[config.mk]
export PLATFORM = sky130hd
export DESIGN_NAME = lane_deskew4
export DESIGN_NICKNAME = d
export VERILOG_FILES = /design/src/rtl/ldsk_pkg.sv /design/src/rtl/ldsk_lane_delay.sv /design/src/rtl/ldsk_skew_search.sv /design/src/rtl/ldsk_lock_monitor.sv /design/src/rtl/lane_deskew4.sv
export SDC_FILE = /design/constraint.sdc
export NUM_CORES = 1
export LEC_CHECK = 0
export BUFFER_PORTS_ARGS = -buffer_cell sky130_fd_sc_hd__buf_2
export CORE_AREA = 2 2 201 154
export CTS_BUF_LIST = sky130_fd_sc_hd__clkbuf_16
export CTS_CLUSTER_SIZE = 40
export DETAILED_ROUTE_END_ITERATION = 12
export DIE_AREA = 0 0 203 156
export MAX_ROUTING_LAYER = met4
export PLACE_DENSITY = 0.67
export SETUP_SLACK_MARGIN = 0.5
export SYNTH_ARGS = -nofsm -noshare
export SYNTH_HDL_FRONTEND = slang
export SYNTH_SLANG_ARGS = --single-unit
[constraint.sdc]
create_clock -name clk -period 3.9 [get_ports clk]
set_input_delay 0.975 -clock clk [delete_from_list [all_inputs] [get_ports clk]]
set_output_delay 0.975 -clock clk [all_outputs]
set_load 0.1 [all_outputs]
[src/rtl/ldsk_pkg.sv]
// Shared definitions for the four-lane deskewer.
// Assumes exactly four lanes; the lane count is fixed by the link format.
package ldsk_pkg;

    localparam int NUM_LANES = 4;

    // Search progress: waiting for a first marker, measuring, or holding taps
    typedef enum logic [1:0] {
        SRCH_SEEK   = 2'd0,
        SRCH_WINDOW = 2'd1,
        SRCH_HOLD   = 2'd2
    } srch_state_e;

    // Lock monitor progress: confirming a fresh measurement, or locked
    typedef enum logic {
        MON_VERIFY = 1'b0,
        MON_LOCKED = 1'b1
    } mon_state_e;

endpackage

[src/rtl/ldsk_lane_delay.sv]
// One lane's elastic delay line.
// Shifts one code group per clock into DEPTH registers and presents the
// register picked by 'tap'; latency is tap+1 cycles. 'clear' empties the line.
// Assumes tap < DEPTH; an out-of-range tap yields zero.
module ldsk_lane_delay #(
    parameter int W     = 9,
    parameter int DEPTH = 8,
    parameter int TW    = $clog2(DEPTH)
) (
    input  logic          clk,
    input  logic          rst_n,
    input  logic          clear,
    input  logic [W-1:0]  din,
    input  logic [TW-1:0] tap,
    output logic [W-1:0]  dout
);

    logic [W-1:0] stage [DEPTH];

    // Shift register, emptied on reset or synchronization loss
    always_ff @(posedge clk) begin
        if (!rst_n || clear) begin
            for (int k = 0; k < DEPTH; k++) stage[k] <= '0;
        end else begin
            stage[0] <= din;
            for (int k = 1; k < DEPTH; k++) stage[k] <= stage[k-1];
        end
    end

    // Output tap selection
    always_comb begin
        dout = '0;
        for (int k = 0; k < DEPTH; k++) begin
            if (tap == TW'(k)) dout = stage[k];
        end
    end


    clear_empties_chk: assert property (@(posedge clk) disable iff (!rst_n)
        clear |=> (dout == '0));

endmodule

[src/rtl/ldsk_skew_search.sv]
// Skew measurement for four lanes.
// Watches the input-side marker flags. The first marker on any lane opens a
// window of DEPTH cycles (offsets 0..DEPTH-1); each lane's first marker
// offset is recorded. When all four are recorded the taps are loaded so the
// markers meet in one column, and the block holds until 'restart'.
// Assumes DEPTH >= 2 and that 'clear' is high whenever any lane is unsynced.
module ldsk_skew_search
    import ldsk_pkg::*;
#(
    parameter int DEPTH = 8,
    parameter int TW    = $clog2(DEPTH)
) (
    input  logic                      clk,
    input  logic                      rst_n,
    input  logic                      clear,
    input  logic [NUM_LANES-1:0]      lane_align,
    input  logic                      restart,
    output logic [NUM_LANES*TW-1:0]   taps_o,
    output logic                      hold_o
);

    localparam logic [TW-1:0] MAX_SKEW = TW'(DEPTH - 1);

    srch_state_e          state;
    logic [NUM_LANES-1:0] seen;
    logic [NUM_LANES-1:0] seen_base;
    logic [NUM_LANES-1:0] fresh;
    logic [NUM_LANES-1:0] seen_nx;
    logic [TW-1:0]        cnt;
    logic [TW-1:0]        cur_off;
    logic [TW-1:0]        off_q   [NUM_LANES];
    logic [TW-1:0]        tap_new [NUM_LANES];
    logic                 complete;
    logic                 any_zero_tap;

    // Which lanes are newly seen this cycle, and the taps they would imply
    always_comb begin
        seen_base = (state == SRCH_WINDOW) ? seen : '0;
        fresh     = lane_align & ~seen_base;
        seen_nx   = seen_base | lane_align;
        cur_off   = (state == SRCH_WINDOW) ? cnt : '0;
        complete  = (state != SRCH_HOLD) && (&seen_nx);
        for (int l = 0; l < NUM_LANES; l++) begin
            tap_new[l] = fresh[l] ? '0 : (cur_off - off_q[l]);
        end
    end

    // Search state machine with offset recording and tap loading
    always_ff @(posedge clk) begin
        if (!rst_n || clear) begin
            state  <= SRCH_SEEK;
            seen   <= '0;
            cnt    <= '0;
            taps_o <= '0;
            for (int l = 0; l < NUM_LANES; l++) off_q[l] <= '0;
        end else begin
            case (state)
                SRCH_SEEK: begin
                    if (|lane_align) begin
                        if (complete) begin
                            for (int l = 0; l < NUM_LANES; l++)
                                taps_o[l*TW +: TW] <= tap_new[l];
                            state <= SRCH_HOLD;
                        end else begin
                            seen <= lane_align;
                            for (int l = 0; l < NUM_LANES; l++) off_q[l] <= '0;
                            cnt   <= TW'(1);
                            state <= SRCH_WINDOW;
                        end
                    end
                end
                SRCH_WINDOW: begin
                    if (complete) begin
                        for (int l = 0; l < NUM_LANES; l++)
                            taps_o[l*TW +: TW] <= tap_new[l];
                        state <= SRCH_HOLD;
                    end else if (cnt == MAX_SKEW) begin
                        seen  <= '0;
                        state <= SRCH_SEEK;
                    end else begin
                        seen <= seen_nx;
                        for (int l = 0; l < NUM_LANES; l++)
                            if (fresh[l]) off_q[l] <= cnt;
                        cnt <= cnt + TW'(1);
                    end
                end
                SRCH_HOLD: begin
                    if (restart) begin
                        seen  <= '0;
                        state <= SRCH_SEEK;
                    end
                end
                default: state <= SRCH_SEEK;
            endcase
        end
    end

    assign hold_o = (state == SRCH_HOLD);

    // Detects that at least one lane got no extra delay
    always_comb begin
        any_zero_tap = 1'b0;
        for (int l = 0; l < NUM_LANES; l++)
            if (taps_o[l*TW +: TW] == '0) any_zero_tap = 1'b1;
    end


    latest_lane_untapped_chk: assert property (@(posedge clk) disable iff (!rst_n)
        $rose(hold_o) |-> any_zero_tap);


    window_closes_chk: assert property (@(posedge clk) disable iff (!rst_n)
        (state == SRCH_WINDOW && cnt == MAX_SKEW) |=> (state != SRCH_WINDOW));

endmodule

[src/rtl/ldsk_lock_monitor.sv]
// Lock qualification on the realigned output columns.
// Active only while the search holds a measurement. Needs LOCK_COLS full
// marker columns in a row to lock; a partial column before that asks for a
// new search. When locked, partial columns count errors, full ones clear
// the count, and ERR_LIMIT errors drop the lock and ask for a new search.
// Assumes 'active' falls at the same edge at which 'restart_o' is honoured.
module ldsk_lock_monitor
    import ldsk_pkg::*;
#(
    parameter int LOCK_COLS = 4,
    parameter int ERR_LIMIT = 4,
    parameter int GW        = $clog2(LOCK_COLS + 1),
    parameter int EW        = $clog2(ERR_LIMIT + 1)
) (
    input  logic                 clk,
    input  logic                 rst_n,
    input  logic                 clear,
    input  logic                 active,
    input  logic [NUM_LANES-1:0] col_align,
    output logic                 restart_o,
    output logic                 done_o
);

    mon_state_e     st;
    logic [GW-1:0]  good_cnt;
    logic [EW-1:0]  err_cnt;
    logic           any_mark;
    logic           full_col;
    logic           partial;

    // Column classification and restart request
    always_comb begin
        any_mark  = |col_align;
        full_col  = &col_align;
        partial   = any_mark && !full_col;
        restart_o = active && partial &&
                    ((st == MON_VERIFY) || (err_cnt == EW'(ERR_LIMIT - 1)));
    end

    // Verify / locked state machine with good and error counters
    always_ff @(posedge clk) begin
        if (!rst_n || clear || !active) begin
            st       <= MON_VERIFY;
            good_cnt <= '0;
            err_cnt  <= '0;
        end else begin
            case (st)
                MON_VERIFY: begin
                    if (partial) begin
                        good_cnt <= '0;
                    end else if (full_col) begin
                        if (good_cnt == GW'(LOCK_COLS - 1)) begin
                            good_cnt <= '0;
                            st       <= MON_LOCKED;
                        end else begin
                            good_cnt <= good_cnt + GW'(1);
                        end
                    end
                end
                MON_LOCKED: begin
                    if (full_col) begin
                        err_cnt <= '0;
                    end else if (partial) begin
                        if (err_cnt == EW'(ERR_LIMIT - 1)) begin
                            err_cnt <= '0;
                            st      <= MON_VERIFY;
                        end else begin
                            err_cnt <= err_cnt + EW'(1);
                        end
                    end
                end
                default: st <= MON_VERIFY;
            endcase
        end
    end

    assign done_o = (st == MON_LOCKED);


    lock_after_full_col_chk: assert property (@(posedge clk) disable iff (!rst_n)
        $rose(done_o) |-> $past(full_col));


    unlock_cause_chk: assert property (@(posedge clk) disable iff (!rst_n)
        $fell(done_o) |-> ($past(partial) || $past(clear)));

endmodule

[src/rtl/lane_deskew4.sv]
// Four-lane deskewer: top level.
// Decodes the marker on every input lane, measures lane skew, delays the
// early lanes in per-lane delay lines and qualifies lock on output columns.
// Assumes the inputs of all lanes are in this clock domain and already
// word-aligned and decoded; any unsynced lane holds the block cleared.
module lane_deskew4
    import ldsk_pkg::*;
#(
    parameter int              LANE_W     = 8,
    parameter int              DEPTH      = 8,
    parameter int              LOCK_COLS  = 4,
    parameter int              ERR_LIMIT  = 4,
    parameter logic [LANE_W-1:0] ALIGN_CODE = LANE_W'(8'h7C)
) (
    input  logic                          clk,
    input  logic                          rst_n,
    input  logic [NUM_LANES-1:0]          lane_sync,
    input  logic [NUM_LANES-1:0]          in_ctrl,
    input  logic [NUM_LANES*LANE_W-1:0]   in_data,
    output logic [NUM_LANES-1:0]          out_ctrl,
    output logic [NUM_LANES*LANE_W-1:0]   out_data,
    output logic                          deskew_done
);

    localparam int TW = $clog2(DEPTH);
    localparam int GW = LANE_W + 1;

    logic                        all_sync;
    logic                        clear;
    logic [NUM_LANES-1:0]        in_align;
    logic [NUM_LANES-1:0]        out_align;
    logic [NUM_LANES*TW-1:0]     taps;
    logic                        hold;
    logic                        restart;

    assign all_sync = &lane_sync;
    assign clear    = !all_sync;

    // Per-lane marker decode and delay line
    for (genvar l = 0; l < NUM_LANES; l++) begin : g_lane
        logic [GW-1:0] dly_out;

        assign in_align[l] = in_ctrl[l] && (in_data[l*LANE_W +: LANE_W] == ALIGN_CODE);

        ldsk_lane_delay #(
            .W     (GW),
            .DEPTH (DEPTH),
            .TW    (TW)
        ) u_delay (
            .clk   (clk),
            .rst_n (rst_n),
            .clear (clear),
            .din   ({in_ctrl[l], in_data[l*LANE_W +: LANE_W]}),
            .tap   (taps[l*TW +: TW]),
            .dout  (dly_out)
        );

        assign out_ctrl[l]                   = dly_out[GW-1];
        assign out_data[l*LANE_W +: LANE_W]  = dly_out[LANE_W-1:0];
        assign out_align[l] = dly_out[GW-1] && (dly_out[LANE_W-1:0] == ALIGN_CODE);
    end

    ldsk_skew_search #(
        .DEPTH (DEPTH),
        .TW    (TW)
    ) u_search (
        .clk        (clk),
        .rst_n      (rst_n),
        .clear      (clear),
        .lane_align (in_align),
        .restart    (restart),
        .taps_o     (taps),
        .hold_o     (hold)
    );

    ldsk_lock_monitor #(
        .LOCK_COLS (LOCK_COLS),
        .ERR_LIMIT (ERR_LIMIT)
    ) u_monitor (
        .clk       (clk),
        .rst_n     (rst_n),
        .clear     (clear),
        .active    (hold),
        .col_align (out_align),
        .restart_o (restart),
        .done_o    (deskew_done)
    );


    sync_drop_chk: assert property (@(posedge clk) disable iff (!rst_n)
        !all_sync |=> !deskew_done);


    unsynced_quiet_chk: assert property (@(posedge clk) disable iff (!rst_n)
        !all_sync |=> (out_ctrl == '0 && out_data == '0));


    done_needs_hold_chk: assert property (@(posedge clk) disable iff (!rst_n)
        deskew_done |-> hold);

endmodule

=== Yosys cells after proc, flatten, opt, wreduce, memory -nomap -nowiden ===
Memories as Yosys holds them, arrays and structs flattened.
Index checks and enable logic that the tools add are counted.

* Memories: 5
* Output and inout port bits: 37
* Bits in writable memories: 300
* Word-level logic and storage cells: 292
* Input bits: 42
* Register bits: 28

{| class="wikitable"
|+ Memory list
! memory !! words !! bits a word !! read ports !! clocked after memory_dff !! wr ports !! RTL line !! source
|-
| g_lane[0].u_delay.stage || 8 || 9 || 8 || 0 || 8 || ldsk_lane_delay.sv:18 || <nowiki>logic [W-1:0] stage [DEPTH];</nowiki>
|-
| g_lane[1].u_delay.stage || 8 || 9 || 8 || 0 || 8 || ldsk_lane_delay.sv:18 ||
|-
| g_lane[2].u_delay.stage || 8 || 9 || 8 || 0 || 8 || ldsk_lane_delay.sv:18 ||
|-
| g_lane[3].u_delay.stage || 8 || 9 || 8 || 0 || 8 || ldsk_lane_delay.sv:18 ||
|-
| u_search.off_q || 4 || 3 || 4 || 0 || 4 || ldsk_skew_search.sv:31 || <nowiki>logic [TW-1:0] off_q [NUM_LANES];</nowiki>
|}

* Add/subtract/negate cells: 7
* Multiplexer cells: 143
* Bitwise operators: 44
* Reduce and logical (&&, ||, !) cells: 38
* Equality and inequality tests: 48

{| class="wikitable"
|+ Operator list
! operator !! count
|-
| 2-to-1 mux 9 bit || 64
|-
| 2-to-1 mux 3 bit || 23
|-
| == test 8 x 7 -> 1 bit, second input constant || 8
|-
| == test 3 bit, second input constant || 17
|-
| OR 1 bit || 40
|-
| 2-to-1 mux 1 bit || 38
|-
| == test 3 x 2 -> 1 bit, second input constant || 10
|-
| 2-to-1 mux 12 bit || 2
|-
| 2-to-1 mux 4 bit || 6
|-
| case mux 12 bit (2 select lines) || 1
|-
| == test 3 x 1 -> 1 bit, second input constant || 4
|-
| logical AND 1 bit || 12
|-
| zero test 3 bit || 4
|-
| case mux 4 bit (3 select lines) || 1
|-
| AND reduction 4 bit || 3
|-
| subtractor 3 bit || 4
|-
| 2-to-1 mux 2 bit || 5
|-
| != test 2 bit, second input constant || 5
|-
| AND reduction 5 bit || 2
|-
| adder 3 x 1 -> 3 bit, second input constant || 3
|-
| OR reduction 4 bit || 2
|-
| case mux 2 bit (3 select lines) || 1
|-
| case mux 3 bit (2 select lines) || 1
|-
| AND reduction 2 bit || 3
|-
| 15 further kinds || 21
|}

=== Longest topological paths before layout ===
Gate-level depths: netlist (run 1).

* Word-level depth: 18
* Mapped depth: 13
* Mapped depth without buffers: 10

=== Modules after synthesis ===
A second synthesis (run 1) with hierarchy kept.

* Cell total of the unflattened synthesis: 1294
* Area, all modules: 14058.5 µm²

{| class="wikitable"
|+ Modules (own cells, without submodules)
! module !! area an instance (µm²) !! times used !! seq. area each (µm²) !! cells each
|-
| ldsk_lane_delay || 2860.2 || 4 || 1441.4 || 250
|-
| ldsk_skew_search || 1956.9 || 1 || 750.7 || 219
|-
| ldsk_lock_monitor || 404.1 || 1 || 140.1 || 42
|-
| lane_deskew4 || 256.5 || 1 || 0.0 || 33
|}

=== Worst setup path after synthesis (run 1) ===
Ideal clock, no wire load.

* Path type: register to register
* Start point: register u_search.taps_o[6]
* End point: register u_search.seen[1]
* Clock period less this slack: 4801 ps
* Cell stages (with the launch flop): 12
* Path slack: -901 ps
* Data arrival time: 4671 ps
* Buffers on the path: 3
* Setup time: 131 ps
* Path through: dfxtp_1 > buf_2 > clkbuf_1 > nor2_1 > a211oi_1 > nand2_1 > nor4_2 > nor3_2 > and2_1 > buf_4 > o31ai_2 > o32ai_1

* Cells in the longest elaborated chain, start to end: 18
* Elaborated cells on any way between the ends: 26
* Classes of those cells: eq/ne (9); mux (8); reduce/logical (9)

{| class="wikitable"
|+ Ends and longest elaborated chain
! item !! RTL line !! source
|-
| start, declared || ldsk_skew_search.sv:18 || <nowiki>output logic [NUM_LANES*TW-1:0] taps_o,</nowiki>
|-
| start signal, assigned by index || ldsk_skew_search.sv:62 || <nowiki>taps_o[l*TW +: TW] <= tap_new[l];</nowiki>
|-
| start signal, assigned by index || ldsk_skew_search.sv:75 || <nowiki>taps_o[l*TW +: TW] <= tap_new[l];</nowiki>
|-
| zero test 3 bit || - ||
|-
| 2-to-1 mux 9 bit (7 in a row) || ldsk_lane_delay.sv:34 || <nowiki>if (tap == TW'(k)) dout = stage[k];</nowiki>
|-
| 2-to-1 mux 9 bit (*) || ldsk_lane_delay.sv:34 ||
|-
| net out_data[19] || lane_deskew4.sv:21 || <nowiki>output logic [NUM_LANES*LANE_W-1:0] out_data,</nowiki>
|-
| == test 8 x 7 -> 1 bit (*) || lane_deskew4.sv:60 || <nowiki>assign out_align[l] = dly_out[GW-1] && (dly_out[LANE_W-1:0] == ALIGN_CODE);</nowiki>
|-
| logical AND 1 bit (*) || lane_deskew4.sv:60 ||
|-
| AND reduction 4 bit || ldsk_lock_monitor.sv:34 || <nowiki>full_col = &col_align;</nowiki>
|-
| zero test 1 bit || ldsk_lock_monitor.sv:35 || <nowiki>partial = any_mark && !full_col;</nowiki>
|-
| logical AND 1 bit (*) || ldsk_lock_monitor.sv:35 ||
|-
| logical AND 1 bit (*) (2 in a row) || ldsk_lock_monitor.sv:36 || <nowiki>restart_o = active && partial &&</nowiki>
|-
| != test 2 bit (no line) (*) || - ||
|-
| AND reduction 5 bit (no line) (*) || - ||
|-
| end signal, assigned || ldsk_skew_search.sv:65 || <nowiki>seen <= lane_align;</nowiki>
|-
| end signal, assigned || ldsk_skew_search.sv:81 || <nowiki>seen <= seen_nx;</nowiki>
|-
| end, declared || ldsk_skew_search.sv:25 || <nowiki>logic [NUM_LANES-1:0] seen;</nowiki>
|}

The timed path passes the listed nets; every way through them passes the cells marked *.
A chain may end at the register's enable or synchronous reset.

=== Final worst setup path (run 1) ===
* Start point: register u_search.taps_o[5]
* End point: output out_data[13]

* Cells in the longest elaborated chain, start to end: 9
* Elaborated cells on any way between the ends: 16
* Classes of those cells: eq/ne (7); mux (8); reduce/logical (1)

{| class="wikitable"
|+ Ends and longest elaborated chain
! item !! RTL line
|-
| zero test 3 bit || -
|-
| 2-to-1 mux 9 bit (7 in a row) || ldsk_lane_delay.sv:34
|-
| 2-to-1 mux 9 bit (*) || ldsk_lane_delay.sv:34
|-
| end, declared || lane_deskew4.sv:21
|}

Every way passes the cells marked *; elsewhere a longest branch is shown, timed or not.

==> results of run 1 <==
==> worst paths after layout <==
| kind | end | slack (ns) | depth (start not counted) |
|---|---|---|---|
| hold / removal | g_lane[3].u_delay.stage[0][31]$_SDFF_PP0_ | 0.45 | 1 |
| setup / recovery | out_data[13] | 0.61 | 6 |
| setup reg to reg | u_monitor.err_cnt[0]$_SDFFE_PP0P_ | 0.73 | 10 |
| hold reg to reg | g_lane[3].u_delay.stage[0][31]$_SDFF_PP0_ | 0.45 | 1 |
==> cell type report <==
type                    instances  area [µm²]
fillers                      2698       14900
flip-flops and latches        328        6670
multi-input cells             750        5640
clock buffers                  37         926
repair buffers                105         659
well taps                     399         499
clock inverters                25         277
inverters                      20        75.1
==> logic make-up (layout without fill, tap and decap cells) <==
group                    Yosys count  count (layout)  share of synthesized area, %
flip-flops                       328             328                          52.8
XOR/XNOR                           8               8                         0.556
adder cells (fa/ha/maj)           15              15                          1.73
multiplexers                      98              98                          11.7
AO/OA/AOI/OAI                    140             140                          7.36
AND/OR/NAND/NOR                  489             489                          22.7
buffers and inverters             94             187                          3.18
==> per-layer routing <==
layer / global-route usage, % / vias up / part of all wire [%]
li1: - / 4136 / -
met1: 25.0 / 4008 / 52
met2: 23.6 / 162 / 41
met3: 3.72 / 35 / 4.8
met4: 5.01 / 0 / 1.9
met5: - / - / 0
==> cells in the final DEF, fill, tap and decap left out, types with 16 or more instances in the layout <==
master and n:
mux2_2 20, mux4_2 37, dfxtp_1 311, buf_2 64
nor2_1 53, inv_1 21, nor3_1 18, clkbuf_16 37
buf_4 31, a21oi_1 42, mux2i_1 39, and2_1 287
o21ai_0 16, nand2_1 42
==> what timing repair did <==
item	in CTS	in global routing
pin swaps	0	0
resized for setup	16	18
setup endpoints to repair	21	23
hold buffers	0	0
==> sequential cells by signal (all words and copies together) (netlist names) <==
name,cells
u_monitor.err_cnt,3
u_search.seen,4
u_search.cnt,3
u_search.taps_o,12
u_search.off_q,12
u_search.state,2
g_lane.u_delay.stage,288
u_monitor.good_cnt,3
u_monitor.done_o,1
==> power breakdown <==
part | switching [µW] | internal, µW | leakage [µW]
clock network | 1330 | 2120 | 0.000605
registers | 2.64 | 3370 | 0.00268
logic | 64.7 | 33.8 | 0.00239
total | 1400 | 5520 | 0.00568
==> metrics by stage <==
step           setup WS, ns  hold WS, ns
2_1_floorplan         0.513        0.416
3_3_place_gp          0.370        0.425
3_5_place_dp          0.315        0.435
4_1_cts               0.415        0.449
5_1_grt               0.502        0.459
6_report              0.614        0.446
==> impl_metrics.toml, run 1 <==
[sta]
tightestPinTransition_ns = 0.757
worst_clock_skew_ns = 0.00991
relSlewSlack_pct = 49.2
setup_viol = 0
clock.fmax_mhz = 304
period_needed_ns = 3.29
rsz0062_at_grt = "false"
final_max_slew_viol_count = 0
min_period_over_period_pct = 84.3
setup-tns-final_ns = 0
final-hold-violation-count = 0

[cts]
worstSkewPairLatency_ns = 0.52
tritoncts = "yes"
cts_made_buffers = 34
cts.root.buffer_cell = "clkbuf_16"
postCtsSetupBuffers = 0
cts_buffer_depth = 3
htreeDepth = 2
clock_sinks = 328
path_clk_slew_ns = 0.06

[critical_path]
worstPathMaxFanout = 19
critical-path-top-delay-family = "buffers and inverters"
slowest_stage = "dfxtp_2"
r2r-start = "u_search.taps_o[7]$_SDFFE_PP0P_"
cpPeakStageDelay_ns = 0.51
path_buf_inv = 2
crit_chain = "buf_6 > mux2i_1 > a21oi_1 > o21ai_0 > a21oi_4 > buf_2"
critical_path_required_ns = 2.92
worstPathArrival_ns = 2.31
worstSetupPathType = "flip-flop to output port"
setup.worst_path.start = "u_search.taps_o[5]$_SDFFE_PP0P_"
start_kind = "flip-flop"
crit_path_end_kind = "output port"

[synthesis]
synth_edf_count = 9
yosysUniqueCellTypes = 69
synth_commonest_cells = "dfxtp_1, and2_1, nor2_1"
synthFlopType = "dfxtp_1"
synth_area_leaders = "dfxtp_1, and2_1, mux4_2, mux2i_1, edfxtp_1"
avgSynthCellArea_um2 = 10.8
netlist_area_mm2 = 0.0126
synthArstFlopShare_pct = 0
synth_fp_nets = 1229
yosys.cell_count.top_type = "dfxtp_1"
synth.top_cell.area_share_pct = 50.7
syn_inst = 1172
ys_seq_area_share_pct = 52.8
synth_top_area_cell = "dfxtp_1"
yosysWarnings = 0
ys_ff_latch = 328

[min_path]
hp-class = "flip-flop to flip-flop"
min_from = "g_lane[3].u_delay.stage[0][22]$_SDFF_PP0_"

[layout]
final_cells = 1664
antennaDiodeCount = 0
drive_above_1_share_pct = 19.5
stdcell_area_mm2 = 0.0147
final_core_util_pct = 49.7
nets = 1296
area_growth_pct = 17.0

[global_route]
grt_pass1_wl_mm = 42.4
grt_antenna_before_repair = 0
grt_pass1_vias = 8014
grt_max_degree = 224
gr-total-overflow = 0
grt_use_total_pct = 17.1

[power_and_ir_drop]
vdd_drop_max_uv = 253
cellPowerDensity_mw_per_mm2 = 469
leakagePower_uw = 0.00568
power_uw = 6920

[floorplan]
row_count = 55
boundaryPins = 79
die_w_um = 203
dieArea_mm2 = 0.0317
core_mm2 = 0.0297
die_h_um = 156
start_util_pct = 42.5

[place]
gp_congestion = 0.809
place.detailed.hpwl_mm = 17.2
dp_cells = 1602
io_buffers = 78
place_area_mm2 = 0.0135

[routing]
wl_per_cell_um = 15.6
finalWirelength_mm = 25.9
vias = 8341
antenna_left = 0
drt_iter0_drc = 570
drc = 0
drtPass1Iterations = 5
vias_per_cell = 5.01

[run]
cap_violations = 0

[run_status]
run_status = "finished, final reports clean"
Power figures use the tool's default switching activity.
==> inputs of run 2 (changes only) <==
- PLACE_DENSITY: 0.67 -> 0.69
- clock period: 3.9 -> 3 ns (I/O delays scaled with it)
==> run 2 against run 1 <==
Against the previous run: clock power rose by 19%; global-route usage rose by 1.4 points; combinational power rose by 62%; first-iteration DRC count rose by 2.3%; largest power group is now registers; largest cell class unchanged; sequential cell count did not move; routed wire length rose by 12%; critical path depth rose by 3.
==> impl_metrics.toml, run 2 (synthesis gave the netlist of run 1 again) <==
[run_status]
run_status = "finished, final reports clean"

[critical_path]
cpPeakStageDelay_ns = 0.37
crit_chain = "buf_12 > buf_12 > mux2_2 > o21ai_2 > o31ai_1 > o21ai_1 > buf_4 > inv_2 > buf_12"
worstPathArrival_ns = 2.15
worstPathMaxFanout = 6
worstSetupPathType = "flip-flop to output port"
crit_path_end_kind = "output port"
critical_path_required_ns = 2.25
start_kind = "flip-flop"
path_common_cell = "buf_12"
slowest_stage = "dfxtp_4"

[sta]
worst_clock_skew_ns = 0.0195
relSlewSlack_pct = 53.8
tightestPinTransition_ns = 0.693
final-hold-violation-count = 0
setup-tns-final_ns = 0
setup_viol = 0
fin_ws_ns = 0.101
clock.fmax_mhz = 345
final_max_slew_viol_count = 0
period_needed_ns = 2.90
timing.hold.ws_ns = 0.438
min_period_over_period_pct = 96.6
rsz0062_at_grt = "true"

[floorplan]
die_w_um = 203
row_count = 55
die_h_um = 156
dieArea_mm2 = 0.0317
boundaryPins = 79
start_util_pct = 42.5
core_mm2 = 0.0297

[run]
cap_violations = 0

[layout]
seq_area_mm2 = 0.00669
final_core_util_pct = 58.3
largest_reg_flops = 288
final_cell_mix = "dfxtp_1, and2_1, buf_4"
antennaDiodeCount = 0
stdcell_area_mm2 = 0.0173
regMostFlops = "g_lane.u_delay.stage"
nets = 1409
multi_input_area_mm2 = 0.00650
nFillCells = 2361
drive_above_1_share_pct = 35.0
final_common_cell = "dfxtp_1"
area_growth_pct = 37.2
top_regs = "g_lane.u_delay.stage: 288 flops, u_search.off_q: 12 flops, u_search.taps_o: 12 flops"

[global_route]
grt_busiest_layer = "met2"
grt_use_total_pct = 18.6
met2_usage_pct = 27.8
gr-total-overflow = 0
grt_pass1_wl_mm = 46.1
met3_usage_pct = 3.28
grt_antenna_before_repair = 0
grtUsageMet1_pct = 26.1
grt_max_degree = 153
grt_pass1_vias = 8802

[cts]
cts.root.buffer_cell = "clkbuf_16"
cts_made_buffers = 34
htreeDepth = 2
path_clk_slew_ns = 0.06
clock_sinks = 328
worstSkewPairLatency_ns = 0.52
postCtsHoldBufs = 0
cts_buffer_depth = 3
tritoncts = "yes"

[power_and_ir_drop]
pwr-share-clk_pct = 47.5
vdd_drop_max_uv = 344
swShare_pct = 21.0
leakagePower_uw = 0.00659
p_int_uw = 6830
p_seq_share_pct = 50.6
cellPowerDensity_mw_per_mm2 = 500
pwr-share-comb_pct = 1.8
netSwitchingPower_uw = 1810

[place]
io_buffers = 78
place.detailed.hpwl_mm = 18.2
place_ws_ns = -0.171
gp_congestion = 0.847
place_area_mm2 = 0.0142

[routing]
drtPass1Iterations = 4
vias = 8889
finalWirelength_mm = 29.1
wl_per_cell_um = 16.4
vias_per_cell = 5.01
antenna_left = 0
drt_iter0_drc = 583
drc = 0

[min_path]
hp-class = "input port to flip-flop"
[run 2: cell count changes in the layout (fill, tap and decap cells not counted), sizes merged]
cell / change
buf: +114
clkinvlp: +4
bufinv: -3
clkbuf: -3
clkinv: -3
inv: +2
[run 2: metal layers]
layer	part of all wire [%]	up-vias
met4	1.6	0
li1	-	4367
met1	49	4325
met5	0	-
met2	46	157
met3	3.8	40
[run 2: worst paths after layout]
path,to,slack (ns),start,cells past startpoint
max,out_data[9],0.10,u_search.taps_o[4]$_SDFFE_PP0P_,9
min,g_lane[1].u_delay.stage[0][1]$_SDFF_PP0_,0.44,in_data[9],2
max reg2reg,u_monitor.err_cnt[0]$_SDFFE_PP0P_,0.12,u_search.taps_o[7]$_SDFFE_PP0P_,9
min reg2reg,g_lane[1].u_delay.stage[0][18]$_SDFF_PP0_,0.45,g_lane[1].u_delay.stage[0][9]$_SDFF_PP0_,1
[run 2: what timing repair did]
item                                    4_1_cts  5_1_grt
resized for setup                           196      114
buffers inserted                             48       25
pin swaps                                    45       48
cloned                                        3        4
endpoints found under the setup margin       61       70
[run 2: power by group through the flow]
| stage | Combinational, µW | Sequential [µW] | Clock, µW |
|---|---|---|---|
| final | 160 | 4370 | 4110 |
| after global placement | 137 | 4480 | 0 |
| after detailed placement | 138 | 4480 | 0 |
| after floorplan | 80.2 | 4480 | 0 |
| after CTS | 154 | 4370 | 4210 |
| after global routing | 170 | 4370 | 4390 |
[run 2: layout make-up]
class                   count  share of cell area (%)
inverters                  20                   0.485
repair buffers            218                    14.0
clock inverters            25                    1.22
clock buffers              35                    5.07
well taps                 399                    2.89
flip-flops and latches    328                    38.7
multi-input cells         750                    37.6
[run 2: through the flow]
step,power [µW],instances
detailed placement,4620,1635
finish,8640,1775
floorplan,4560,1172
global placement,4620,1635
global route,8940,1775
CTS,8740,1746
[run 2: critical path, delay by kind of cell, from the launching register on]
family | cells | cell delay, ns
buf+inv | 5 | 0.60
flops | 1 | 0.37
mux | 1 | 0.34
compound gates | 3 | 0.33
==> inputs of run 3 (changes only) <==
- ABC_AREA: unset -> 1
- CORE_AREA: 2 2 201 154 -> 2 2 205 157
- DIE_AREA: 0 0 203 156 -> 0 0 207 159
==> run 3 against run 2 <==
Against the previous run: combinational power is 12% higher; worst hold slack worse by 0.018 ns; non-clock buffer count is 18 lower; fmax is 3.7% higher; die area is 3.9% higher; sequential power hardly changed; sequential share of layout area is 0.22 points lower; first-iteration DRC count is 39% higher; total power is 0.43% higher; critical path type unchanged; critical endpoint is now out_data[26]; largest power group unchanged; highest routed layer unchanged.
==> impl_metrics.toml, run 3 <==
[synthesis]
synthFlopType = "dfxtp_1"
yosysUniqueCellTypes = 35
synth_edf_count = 9
avgSynthCellArea_um2 = 7.30
synth_area_leaders = "dfxtp_1, nor2_1, inv_1, nand2_1, nand4_1"
synth.top_cell.area_share_pct = 48.7
synthArstFlopShare_pct = 0
synth_fp_nets = 1851
synth_commonest_cells = "nor2_1, inv_1, dfxtp_1"
yosysWarnings = 0
yosys.cell_count.top_type = "nor2_1"
syn_inst = 1794
ys_ff_latch = 328
ys_seq_area_share_pct = 50.8
synth_top_area_cell = "dfxtp_1"
netlist_area_mm2 = 0.0131

[power_and_ir_drop]
netSwitchingPower_uw = 1790
p_seq_share_pct = 50.4
vdd_drop_max_uv = 323
swShare_pct = 20.6
p_int_uw = 6890
leakagePower_uw = 0.00674
cellPowerDensity_mw_per_mm2 = 499
pwr-share-comb_pct = 2.1
pwr-share-clk_pct = 47.6

[cts]
path_clk_slew_ns = 0.06
htreeDepth = 2
worstSkewPairLatency_ns = 0.50
tritoncts = "yes"
cts.root.buffer_cell = "clkbuf_16"
clock_sinks = 328
cts_buffer_depth = 3
cts_made_buffers = 34
postCtsHoldBufs = 0

[layout]
multi_input_area_mm2 = 0.00538
top_regs = "g_lane.u_delay.stage: 288 flops, u_search.off_q: 12 flops, u_search.taps_o: 12 flops"
nets = 2034
largest_reg_flops = 288
antennaDiodeCount = 0
nFillCells = 2752
seq_area_mm2 = 0.00670
drive_above_1_share_pct = 22.7
stdcell_area_mm2 = 0.0174
final_common_cell = "nor2_1"
final_cell_mix = "nor2_1, inv_1, dfxtp_1"
area_growth_pct = 32.8
regMostFlops = "g_lane.u_delay.stage"
final_cells = 2407

[run_status]
run_status = "finished, final reports clean"

[floorplan]
boundaryPins = 79
dieArea_mm2 = 0.0329
start_util_pct = 42.5
die_h_um = 159
row_count = 56
die_w_um = 207
core_mm2 = 0.0308

[run]
cap_violations = 0

[sta]
final_max_slew_viol_count = 0
fin_ws_ns = 0.204
setup_viol = 0
timing.hold.ws_ns = 0.420
min_period_over_period_pct = 93.2
rsz0062_at_grt = "true"
period_needed_ns = 2.80
clock.fmax_mhz = 358
worst_clock_skew_ns = 0.00933
final-hold-violation-count = 0
relSlewSlack_pct = 57.0
setup-tns-final_ns = 0
tightestPinTransition_ns = 0.645

[routing]
drt_iter0_drc = 812
vias_per_cell = 4.69
vias = 11300
drc = 0
antenna_left = 0
wl_per_cell_um = 12.9
drtPass1Iterations = 7
finalWirelength_mm = 31.1

[critical_path]
worstPathMaxFanout = 7
cpPeakStageDelay_ns = 0.40
path_buf_inv = 5
crit_path_end_kind = "output port"
critical-path-top-delay-family = "simple AND/OR/NAND/NOR gates"
crit_chain = "clkinv_8 > buf_12 > nor3_4 > inv_2 > or2_0 > nand2_1 > inv_2 > buf_12"
critical_path_required_ns = 2.25
worstSetupPathType = "flip-flop to output port"
start_kind = "flip-flop"
slowest_stage = "dfxtp_4"
worstPathArrival_ns = 2.05

[place]
dp_cells = 2246
place_area_mm2 = 0.0145
place_ws_ns = -0.0316
gp_congestion = 0.873
place.detailed.hpwl_mm = 19.3
io_buffers = 78

[global_route]
grt_pass1_vias = 10500
grt_antenna_before_repair = 0
grt_use_total_pct = 18.7
grt_pass1_wl_mm = 50.6
grt_max_degree = 145
gr-total-overflow = 0

[min_path]
hp-class = "flip-flop to flip-flop"
[run 3: cell count changes after synthesis, sizes merged, moves of 22 or more]
cell   before  now
nand4       5   81
mux2i      39    0
and2      292    0
nand3      10  100
inv        20  389
mux4       37    0
nand2      42  215
mux2       22    0
nor2       53  460
[run 3: repair_timing]
| action | in CTS | in global routing |
|---|---|---|
| pin swaps | 70 | 76 |
| buffers inserted | 67 | 26 |
| resized for setup | 186 | 91 |
| gates cloned | 5 | 3 |
| setup endpoints to repair | 61 | 61 |
| hold endpoints to repair | 0 | 0 |
[run 3: layout make-up]
type | instances | share of cell area, %
repair buffers | 200 | 12.1
repair inverters | 4 | 0.187
inverters | 391 | 9.13
multi-input cells | 1018 | 30.9
clock inverters | 25 | 1.20
flip-flops and latches | 328 | 38.5
clock buffers | 35 | 5.03
well taps | 406 | 2.92
[run 3: per-stage QoR]
step	utilization, %	power, µW
3_5_place_dp	47.0	4650
5_1_grt	56.4	8980
3_3_place_gp	47.0	4640
4_1_cts	54.5	8760
6_report	56.4	8680
2_1_floorplan	-	4580
[run 3: final timing paths]
kind,start,to,slack [ns],cells past startpoint
max,u_search.taps_o[11]$_SDFFE_PP0P_,out_data[26],0.20,8
min,g_lane[1].u_delay.stage[1][9]$_SDFF_PP0_,g_lane[1].u_delay.stage[1][18]$_SDFF_PP0_,0.42,2
max reg2reg,u_search.taps_o[7]$_SDFFE_PP0P_,u_search.seen[2]$_SDFFE_PP0P_,0.30,19
min reg2reg,g_lane[1].u_delay.stage[1][9]$_SDFF_PP0_,g_lane[1].u_delay.stage[1][18]$_SDFF_PP0_,0.42,2
[run 3: cells by family after synthesis]
group / Yosys count / share of synthesized area [%]
AOI/OAI and AO/OA: 96 / 3.88
xor gates and xnor gates: 6 / 0.401
adders and majority gates: 15 / 1.66
buffers and inverters: 449 / 13.3
DFF: 328 / 50.8
and+or+nand+nor: 900 / 30.0
[run 3: power groups by stage]
stage	sequential [µW]	clock, µW	combinational, µW
finish	4370	4130	179
global route	4370	4410	194
CTS	4370	4210	175
detailed placement	4480	0	166
global placement	4480	0	163
floorplan	4480	0	99.6
[run 3: metal layers]
metal / routed length [µm] / vias up / track usage, %
met5: 0 / - / -
met4: 582 / 0 / 4.42
met3: 1460 / 48 / 2.64
met2: 14300 / 256 / 29.6
met1: 14700 / 5168 / 25.3
li1: - / 5813 / -
[run 3: tightest hold or removal path, stage by stage (launching register included)]
cell and delay, ns:
dfxtp_1 0.30, inv_1 0.05, nor2_1 0.03
